**src/rtl/sevseg_pkg.sv**
```systemverilog
package sevseg_pkg;
  localparam int unsigned BCD_W = 4;
  localparam int unsigned SEG_W = 7;

  typedef logic [SEG_W-1:0] seg_t;
  typedef logic [BCD_W-1:0] bcd_t;

  localparam seg_t SEG_NONE = '0;
  localparam seg_t SEG_ALL  = '1;
endpackage

```
**src/rtl/sevseg_glyph.sv**
```systemverilog
module sevseg_glyph
  import sevseg_pkg::*;
(
  input  bcd_t code_i,
  output seg_t glyph_o
);
  // bit 0 = segment a ... bit 6 = segment g, active high
  always_comb begin
    unique case (code_i)
      4'd0:    glyph_o = 7'h3F;
      4'd1:    glyph_o = 7'h06;
      4'd2:    glyph_o = 7'h5B;
      4'd3:    glyph_o = 7'h4F;
      4'd4:    glyph_o = 7'h66;
      4'd5:    glyph_o = 7'h6D;
      4'd6:    glyph_o = 7'h7D;
      4'd7:    glyph_o = 7'h07;
      4'd8:    glyph_o = 7'h7F;
      4'd9:    glyph_o = 7'h6F;
      default: glyph_o = SEG_NONE;
    endcase
  end
endmodule

```
**src/rtl/sevseg_ripple.sv**
```systemverilog
module sevseg_ripple
  import sevseg_pkg::*;
(
  input  bcd_t code_i,
  input  logic lamp_test_n,
  input  logic rbi_n,
  output logic rbo_n
);
  logic is_zero;

  assign is_zero = (code_i == '0);
  // low only for a zero reached by an active suppression request with no lamp test
  assign rbo_n   = ~(~rbi_n & lamp_test_n & is_zero);
endmodule

```
**src/rtl/sevseg_cell.sv**
```systemverilog
module sevseg_cell
  import sevseg_pkg::*;
(
  input  bcd_t code_i,
  input  logic lamp_test_n,
  input  logic blank_n,
  input  logic suppress_i,
  output seg_t seg_o
);
  seg_t glyph;

  sevseg_glyph u_glyph (
    .code_i  (code_i),
    .glyph_o (glyph)
  );

  // priority: blanking, lamp test, ripple suppression, decode
  always_comb begin
    if (!blank_n)          seg_o = SEG_NONE;
    else if (!lamp_test_n) seg_o = SEG_ALL;
    else if (suppress_i)   seg_o = SEG_NONE;
    else                   seg_o = glyph;
  end
endmodule

```
**src/rtl/sevseg_chain.sv**
```systemverilog
module sevseg_chain
  import sevseg_pkg::*;
#(
  parameter int unsigned NUM_DIGITS = 4,
  parameter bit          ACTIVE_LOW = 1'b1
) (
  input  logic                        clk,
  input  logic                        rst,
  input  logic [NUM_DIGITS*BCD_W-1:0] digits_i,
  input  logic                        lamp_test_n,
  input  logic                        blank_n,
  input  logic                        rbi_n,
  output logic [NUM_DIGITS*SEG_W-1:0] seg_o,
  output logic                        rbo_n_o
);
  localparam int unsigned SEGS_TOTAL = NUM_DIGITS * SEG_W;
  localparam logic [SEGS_TOTAL-1:0] OFF_LEVEL = ACTIVE_LOW ? '1 : '0;
  localparam logic [SEGS_TOTAL-1:0] ON_LEVEL  = ACTIVE_LOW ? '0 : '1;

  // rb_n[k] is the ripple output of digit k; rb_n[NUM_DIGITS] is the chain input
  logic [NUM_DIGITS:1]         rb_n;
  logic [SEGS_TOTAL-1:0]       seg_hi;
  logic [SEGS_TOTAL-1:0]       seg_drv;

  assign rb_n[NUM_DIGITS] = rbi_n;

  for (genvar k = 0; k < NUM_DIGITS; k++) begin : g_digit
    logic supp;
    if (k > 0) begin : g_chain
      sevseg_ripple u_ripple (
        .code_i      (digits_i[k*BCD_W +: BCD_W]),
        .lamp_test_n (lamp_test_n),
        .rbi_n       (rb_n[k+1]),
        .rbo_n       (rb_n[k])
      );
      assign supp = ~rb_n[k];
    end else begin : g_lsd
      assign supp = 1'b0;
    end

    sevseg_cell u_cell (
      .code_i      (digits_i[k*BCD_W +: BCD_W]),
      .lamp_test_n (lamp_test_n),
      .blank_n     (blank_n),
      .suppress_i  (supp),
      .seg_o       (seg_hi[k*SEG_W +: SEG_W])
    );
  end

  if (ACTIVE_LOW) begin : g_pol_low
    assign seg_drv = ~seg_hi;
  end else begin : g_pol_high
    assign seg_drv = seg_hi;
  end

  always_ff @(posedge clk) begin
    if (rst) begin
      seg_o   <= OFF_LEVEL;
      rbo_n_o <= 1'b1;
    end else begin
      seg_o   <= seg_drv;
      rbo_n_o <= rb_n[1];
    end
  end

  // ---------------- assertions ----------------
  logic past_ok;
  always_ff @(posedge clk) past_ok <= !rst;


  blank_off_chk: assert property (@(posedge clk) disable iff (rst)
    (past_ok && !$past(blank_n)) |-> (seg_o == OFF_LEVEL));


  lamp_on_chk: assert property (@(posedge clk) disable iff (rst)
    (past_ok && $past(blank_n) && !$past(lamp_test_n)) |-> (seg_o == ON_LEVEL));


  rbo_idle_chk: assert property (@(posedge clk) disable iff (rst)
    (past_ok && $past(rbi_n)) |-> rbo_n_o);


  rbo_lamp_chk: assert property (@(posedge clk) disable iff (rst)
    (past_ok && !$past(lamp_test_n)) |-> rbo_n_o);


  lsd_shown_chk: assert property (@(posedge clk) disable iff (rst)
    (past_ok && $past(blank_n) && $past(lamp_test_n) && ($past(digits_i[BCD_W-1:0]) < 4'd10))
      |-> (seg_o[SEG_W-1:0] != OFF_LEVEL[SEG_W-1:0]));


  reset_state_chk: assert property (@(posedge clk)
    $past(rst) |-> (seg_o == OFF_LEVEL && rbo_n_o));
endmodule

```
**config.mk**
```make
export PLATFORM = sky130hd
export DESIGN_NAME = sevseg_chain
export DESIGN_NICKNAME = d
export VERILOG_FILES = /design/src/rtl/sevseg_pkg.sv /design/src/rtl/sevseg_glyph.sv /design/src/rtl/sevseg_ripple.sv /design/src/rtl/sevseg_cell.sv /design/src/rtl/sevseg_chain.sv
export SDC_FILE = /design/constraint.sdc
export NUM_CORES = 1
export LEC_CHECK = 0
export BUFFER_PORTS_ARGS = -buffer_cell sky130_fd_sc_hd__buf_2
export CAP_MARGIN = 25
export CORE_MARGIN = 10
export CORE_UTILIZATION = 51
export DETAILED_ROUTE_END_ITERATION = 8
export GPL_ROUTABILITY_DRIVEN = 1
export PLACE_DENSITY = 0.82
export SLEW_MARGIN = 40
export SYNTH_ARGS = -nofsm -noshare
export SYNTH_HDL_FRONTEND = slang
export SYNTH_SLANG_ARGS = --single-unit
```
**constraint.sdc**
```tcl
create_clock -name clk -period 1.8 [get_ports clk]
set_input_delay 0.36 -clock clk [delete_from_list [all_inputs] [get_ports clk]]
set_output_delay 0.36 -clock clk [all_outputs]
set_load 0.02 [all_outputs]
```
## Yosys cells after proc, flatten, opt, wreduce, memory -nomap -nowiden

Memory sizes are Yosys's and may differ from the RTL's.
Index checks and enable logic that the tools add are counted.

| operators by class | value |
|---|---|
| multiplexer cells | 11 |
| bitwise operators | 9 |
| reduce and logical (&&, ||, !) cells | 3 |

Operators by type and width:

| operator | number |
|---|---|
| $mux W7 | 11 |
| $not A28 Y28 | 1 |
| $logic_not A4 Y1 | 3 |
| $and A1 B1 Y1 | 6 |
| $not A1 Y1 | 2 |

| storage, ports and cells | value |
|---|---|
| register bits | 29 |
| memory bits (read-only) | 448 |
| output and inout port bits | 29 |
| memories kept | 4 |

Memory list:

| memory | words | bits a word | rd ports | clocked after Yosys merged registers in | wr ports | line | text |
|---|---|---|---|---|---|---|---|
| (no name shown) | 16 | 7 | 1 | 0 | 0 | sevseg_glyph.sv:9 | `unique case (code_i)` |
| (no name shown) | 16 | 7 | 1 | 0 | 0 | sevseg_glyph.sv:9 |  |
| (no name shown) | 16 | 7 | 1 | 0 | 0 | sevseg_glyph.sv:9 |  |
| (no name shown) | 16 | 7 | 1 | 0 | 0 | sevseg_glyph.sv:9 |  |

## Logic depth before layout (Yosys ltp)

| depth | value |
|---|---|
| depth after elaboration | 11 |
| mapped depth | 5 |

## By module

A second synthesis with hierarchy kept.

| unflattened totals | value |
|---|---|
| cell total of the unflattened synthesis | 233 |
| area, all modules | 2053.2 um^2 |

Modules (own cells, without submodules):

| module | times used | cells an instance | area each (um^2) | seq. area each (um^2) |
|---|---|---|---|---|
| sevseg_chain | 1 | 65 | 803.3 | 580.6 |
| sevseg_glyph at g_digit[1].u_cell.u_glyph ... | 3 | 26 | 201.4 | 0.0 |
| sevseg_cell | 4 | 14 | 96.3 | 0.0 |
| sevseg_glyph at g_digit[0].u_cell.u_glyph | 1 | 28 | 219.0 | 0.0 |
| sevseg_ripple | 3 | 2 | 13.8 | 0.0 |

## Least setup slack after synthesis

OpenSTA, ideal clock, no wires.

| path | value |
|---|---|
| kind | input -> register |
| start | input digits_i[12] |
| end | register rbo_n_o |
| library setup time | 0.134 ns |
| data arrival time | 1.334 ns |
| data required time | 1.666 ns |
| path slack | 0.332 ns |
| stages | 5 |
| path through | inv_1 > ha_1 > nor4b_2 > nand4_1 > or4_1 |

| on the way | value |
|---|---|
| word-level cells in the longest chain between the ends | 7 |

RTL lines:

| what | line | text |
|---|---|---|
| start, declared | sevseg_chain.sv:9 | `input logic [NUM_DIGITS*BCD_W-1:0] digits_i,` |
| $logic_not A4 Y1 | sevseg_ripple.sv:11 | `assign is_zero = (code_i == '0);` |
| $and A1 B1 Y1 (5 in series) | sevseg_ripple.sv:13 | `assign rbo_n = ~(~rbi_n & lamp_test_n & is_zero);` |
| $not A1 Y1 | sevseg_ripple.sv:13 |  |
| end signal, assigned | sevseg_chain.sv:62 | `rbo_n_o <= rb_n[1];` |
| end, declared | sevseg_chain.sv:14 | `output logic rbo_n_o` |

Every way passes these cells.
A chain may end at the register's enable or synchronous reset.

## Final worst setup path

| path | value |
|---|---|
| start | input digits_i[9] |
| end | register seg_o[8] |

| on the way | value |
|---|---|
| word-level cells in the longest chain between the ends | 8 |

RTL lines:

| what | line | text |
|---|---|---|
| $logic_not A4 Y1 | sevseg_ripple.sv:11 |  |
| $and A1 B1 Y1 (3 in series) | sevseg_ripple.sv:13 |  |
| $mux W7 | sevseg_cell.sv:21 | `else if (suppress_i) seg_o = SEG_NONE;` |
| $mux W7 | sevseg_cell.sv:20 | `else if (!lamp_test_n) seg_o = SEG_ALL;` |
| $mux W7 | sevseg_cell.sv:19 | `if (!blank_n) seg_o = SEG_NONE;` |
| $not A28 Y28 | sevseg_chain.sv:51 | `assign seg_drv = ~seg_hi;` |
| end signal, assigned | sevseg_chain.sv:61 | `seg_o <= seg_drv;` |
| end, declared | sevseg_chain.sv:13 | `output logic [NUM_DIGITS*SEG_W-1:0] seg_o,` |

Every way passes these cells.

==> run_results.csv <==
group,metric,value,unit
status,status,"completed",
drt,wl,3.59,mm
global_routing,antenna_found_initial,0,
clock_network,numCtsBuffers,5,
place,gp_congestion,0.817,
worst_setup_path,startpoint,"digits_i[9]",
pwr,power,0.00142,W
worst_setup_path,crit_path_start_kind,"input port",
sta,slew_violations,0,
global_routing,grt_pass1_wl,6.11,mm
worst_setup_path,setup.worst_path.class,"input port to register",
cells_and_area,syn2layout_area_growth,20.2,%
pwr,total_leakage_power,0.887,nW
drt,drt_drc_violations_left,0,
synth,synth_seq_cells,29,
die,initial_core_util,53.5,%
clock_network,cts_htree_levels,2,
clock_network,clock-sinks,29,
flow_run,cap_viol_max_count,0,
drt,wl_per_cell,13.0,um
sta,finalSetupViolations,0,
clock_network,clkTransAtPathRegs,90,ps
worst_hold_path,hold_class,"input port to register",
clock_network,root_buffer,"clkbuf_4",
sta,rsz0062_at_grt,"no",
drt,vias_per_cell,5.21,
place,place_area,0.00189,sq mm
place,portBuffers,49,
sta,slew-limit-headroom,63.9,%
synth,seq_area_frac_synth,35.5,%
clock_network,cts_setup_buffers,0,
sta,timing.final.crit_share,79.2,%
drt,drtIter0Drc,61,
synth,synth.largest_area_cell,"dfxtp_1",
cells_and_area,final_area,0.00196,sq mm
synth,synth.avg_cell_area,8.93,sq um
pwr,power_density,724,mW/mm^2
clock_network,cts_tree,"done",
clock_network,ctsResizeCount,0,
die,std_cell_rows,20,
worst_setup_path,arrival,1670,ps
global_routing,grt_overflow,0,
pwr,vdd_ir_drop_max,0.000319,V
die,die_h,76.6,um
global_routing,grt_pass1_vias,1418,
cells_and_area,nNetsFinal,273,
drt,vias,1439,
cells_and_area,layout_commonest_cell,"buf_2",
sta,fmax,701,MHz
place,dp_hpwl,2.94,mm
synth,syn_nets,225,
clock_network,cts.path.max_buffers,2,
synth,synth_area_leaders,"dfxtp_1 (36%), ha_1 (16%), o21ai_0 (6.1%), nand2b_1 (4.2%), a21oi_1 (3.4%)",
worst_setup_path,worst-endpoint-required,2050,ps
synth,ys_types,45,
worst_setup_path,cpPeakStageDelay,360,ps
die,die_area,0.00587,sq mm
synth,syn_inst,183,
worst_setup_path,slowest_stage,"nor3b_1",
sta,worst_pin_slew,535,ps
global_routing,grt_max_degree,24,
worst_setup_path,crit_buf_inv,2,
sta,period_needed,1430,ps
cells_and_area,n_antenna_cell,0,
clock_network,ctsHoldBuffers,0,
place,dp_cells,268,
sta,final_hold_viol_count,0,
worst_setup_path,crit_family,"simple AND/OR/NAND/NOR gates",
synth,syn_area,0.00163,sq mm
worst_hold_path,hp-start,"rst",
sta,tns,0,ps
synth,yosys_warnings,0,
worst_setup_path,end_kind,"register",
cells_and_area,drive_above_1_share,29.7,%
die,core,0.00305,sq mm
worst_setup_path,path_cells,"buf_2 > inv_1 > ha_1 > nor3b_1 > nand4_2 > a41oi_1",
drt,antenna_left,0,
cells_and_area,instances_no_fill,276,
die,chipWidth,76.6,um
drt,dr.pass1.iters,4,
cells_and_area,fillerInstances,301,
synth,synth_top_area_share,35.5,%
die,ios,50,
worst_setup_path,cp_max_fo,7,
cells_and_area,layout_common_cells,"buf_2 (49), dfxtp_1 (29), ha_1 (21)",
global_routing,track_usage,12.6,%
==> flip-flops by register name, summed over array words and instances (netlist names) <==
register / count
seg_o: 28
rbo_n_o: 1
==> power breakdown <==
part | total, W | leakage (nW) | internal (W) | switching, W
logic | 0.000293 | 0.605 | 0.000112 | 0.000181
clock network | 0.000442 | 0.0413 | 0.000226 | 0.000216
registers | 0.000687 | 0.241 | 0.000679 | 0.00000800
total | 0.00142 | 0.887 | 0.00102 | 0.000405
==> kinds of logic after synthesis <==
group                      synth area share [%]
muxes                                      1.30
DFF                                        35.5
and+or+nand+nor                            21.2
buffers and inverters                      6.13
xor gates and xnor gates                  0.536
AOI/OAI and AO/OA                          19.2
adders and majority gates                  16.1
==> synthesized netlist by cell type, drive strengths merged <==
master and n:
dfxtp 29, ha 21, o21ai 20, inv 14, a21oi 11, nand2b 11
nand3 9, nor2b 7, a31oi 6, nand2 6, buf 5, clkbuf 4
nor2 4, nor3b 3, or2 3, and2b 2, nand4 2, nor4b 2
o211ai 2, o21a 2, or3b 2, a211o 1, a21boi 1, a21o 1
a221oi 1, a22o 1, a31o 1, a41oi 1, and2 1, and4bb 1
mux2 1, mux2i 1, nand3b 1, o221ai 1, o22ai 1, o311ai 1
o31a 1, or4 1, xnor2 1
==> per-layer routing <==
metal | wire length [um] | up-vias | track usage (%)
li1 | - | 732 | -
met1 | 1470 | 663 | 12.1
met2 | 1850 | 36 | 23.4
met3 | 186 | 8 | 3.77
met4 | 84 | 0 | 7.25
met5 | 0 | - | 0
==> per-stage QoR <==
step	util, %	hold WS (ps)	setup WS (ps)
after global placement	62.0	590	135
after CTS	64.3	260	387
after detailed placement	62.0	602	48.8
after floorplan	-	466	332
final	64.3	268	374
after global routing	64.3	260	243
==> final timing paths <==
kind | endpoint | slack [ps] | cells past startpoint
max | seg_o[8]$_SDFF_PP1_ | 370 | 6
min | rbo_n_o$_SDFF_PP1_ | 270 | 2
==> final cells by class <==
cell class | instances | area [sq um] | area share (%)
clock buffer | 7 | 65.1 | 3.31
multi-input combinational | 131 | 953 | 48.5
clock inverter | 1 | 5.00 | 0.255
sequential | 29 | 581 | 29.6
inverter | 14 | 52.6 | 2.68
timing repair buffer | 50 | 253 | 12.9
tap | 44 | 55.1 | 2.80
No activity file was read; power rests on OpenSTA's default activity.
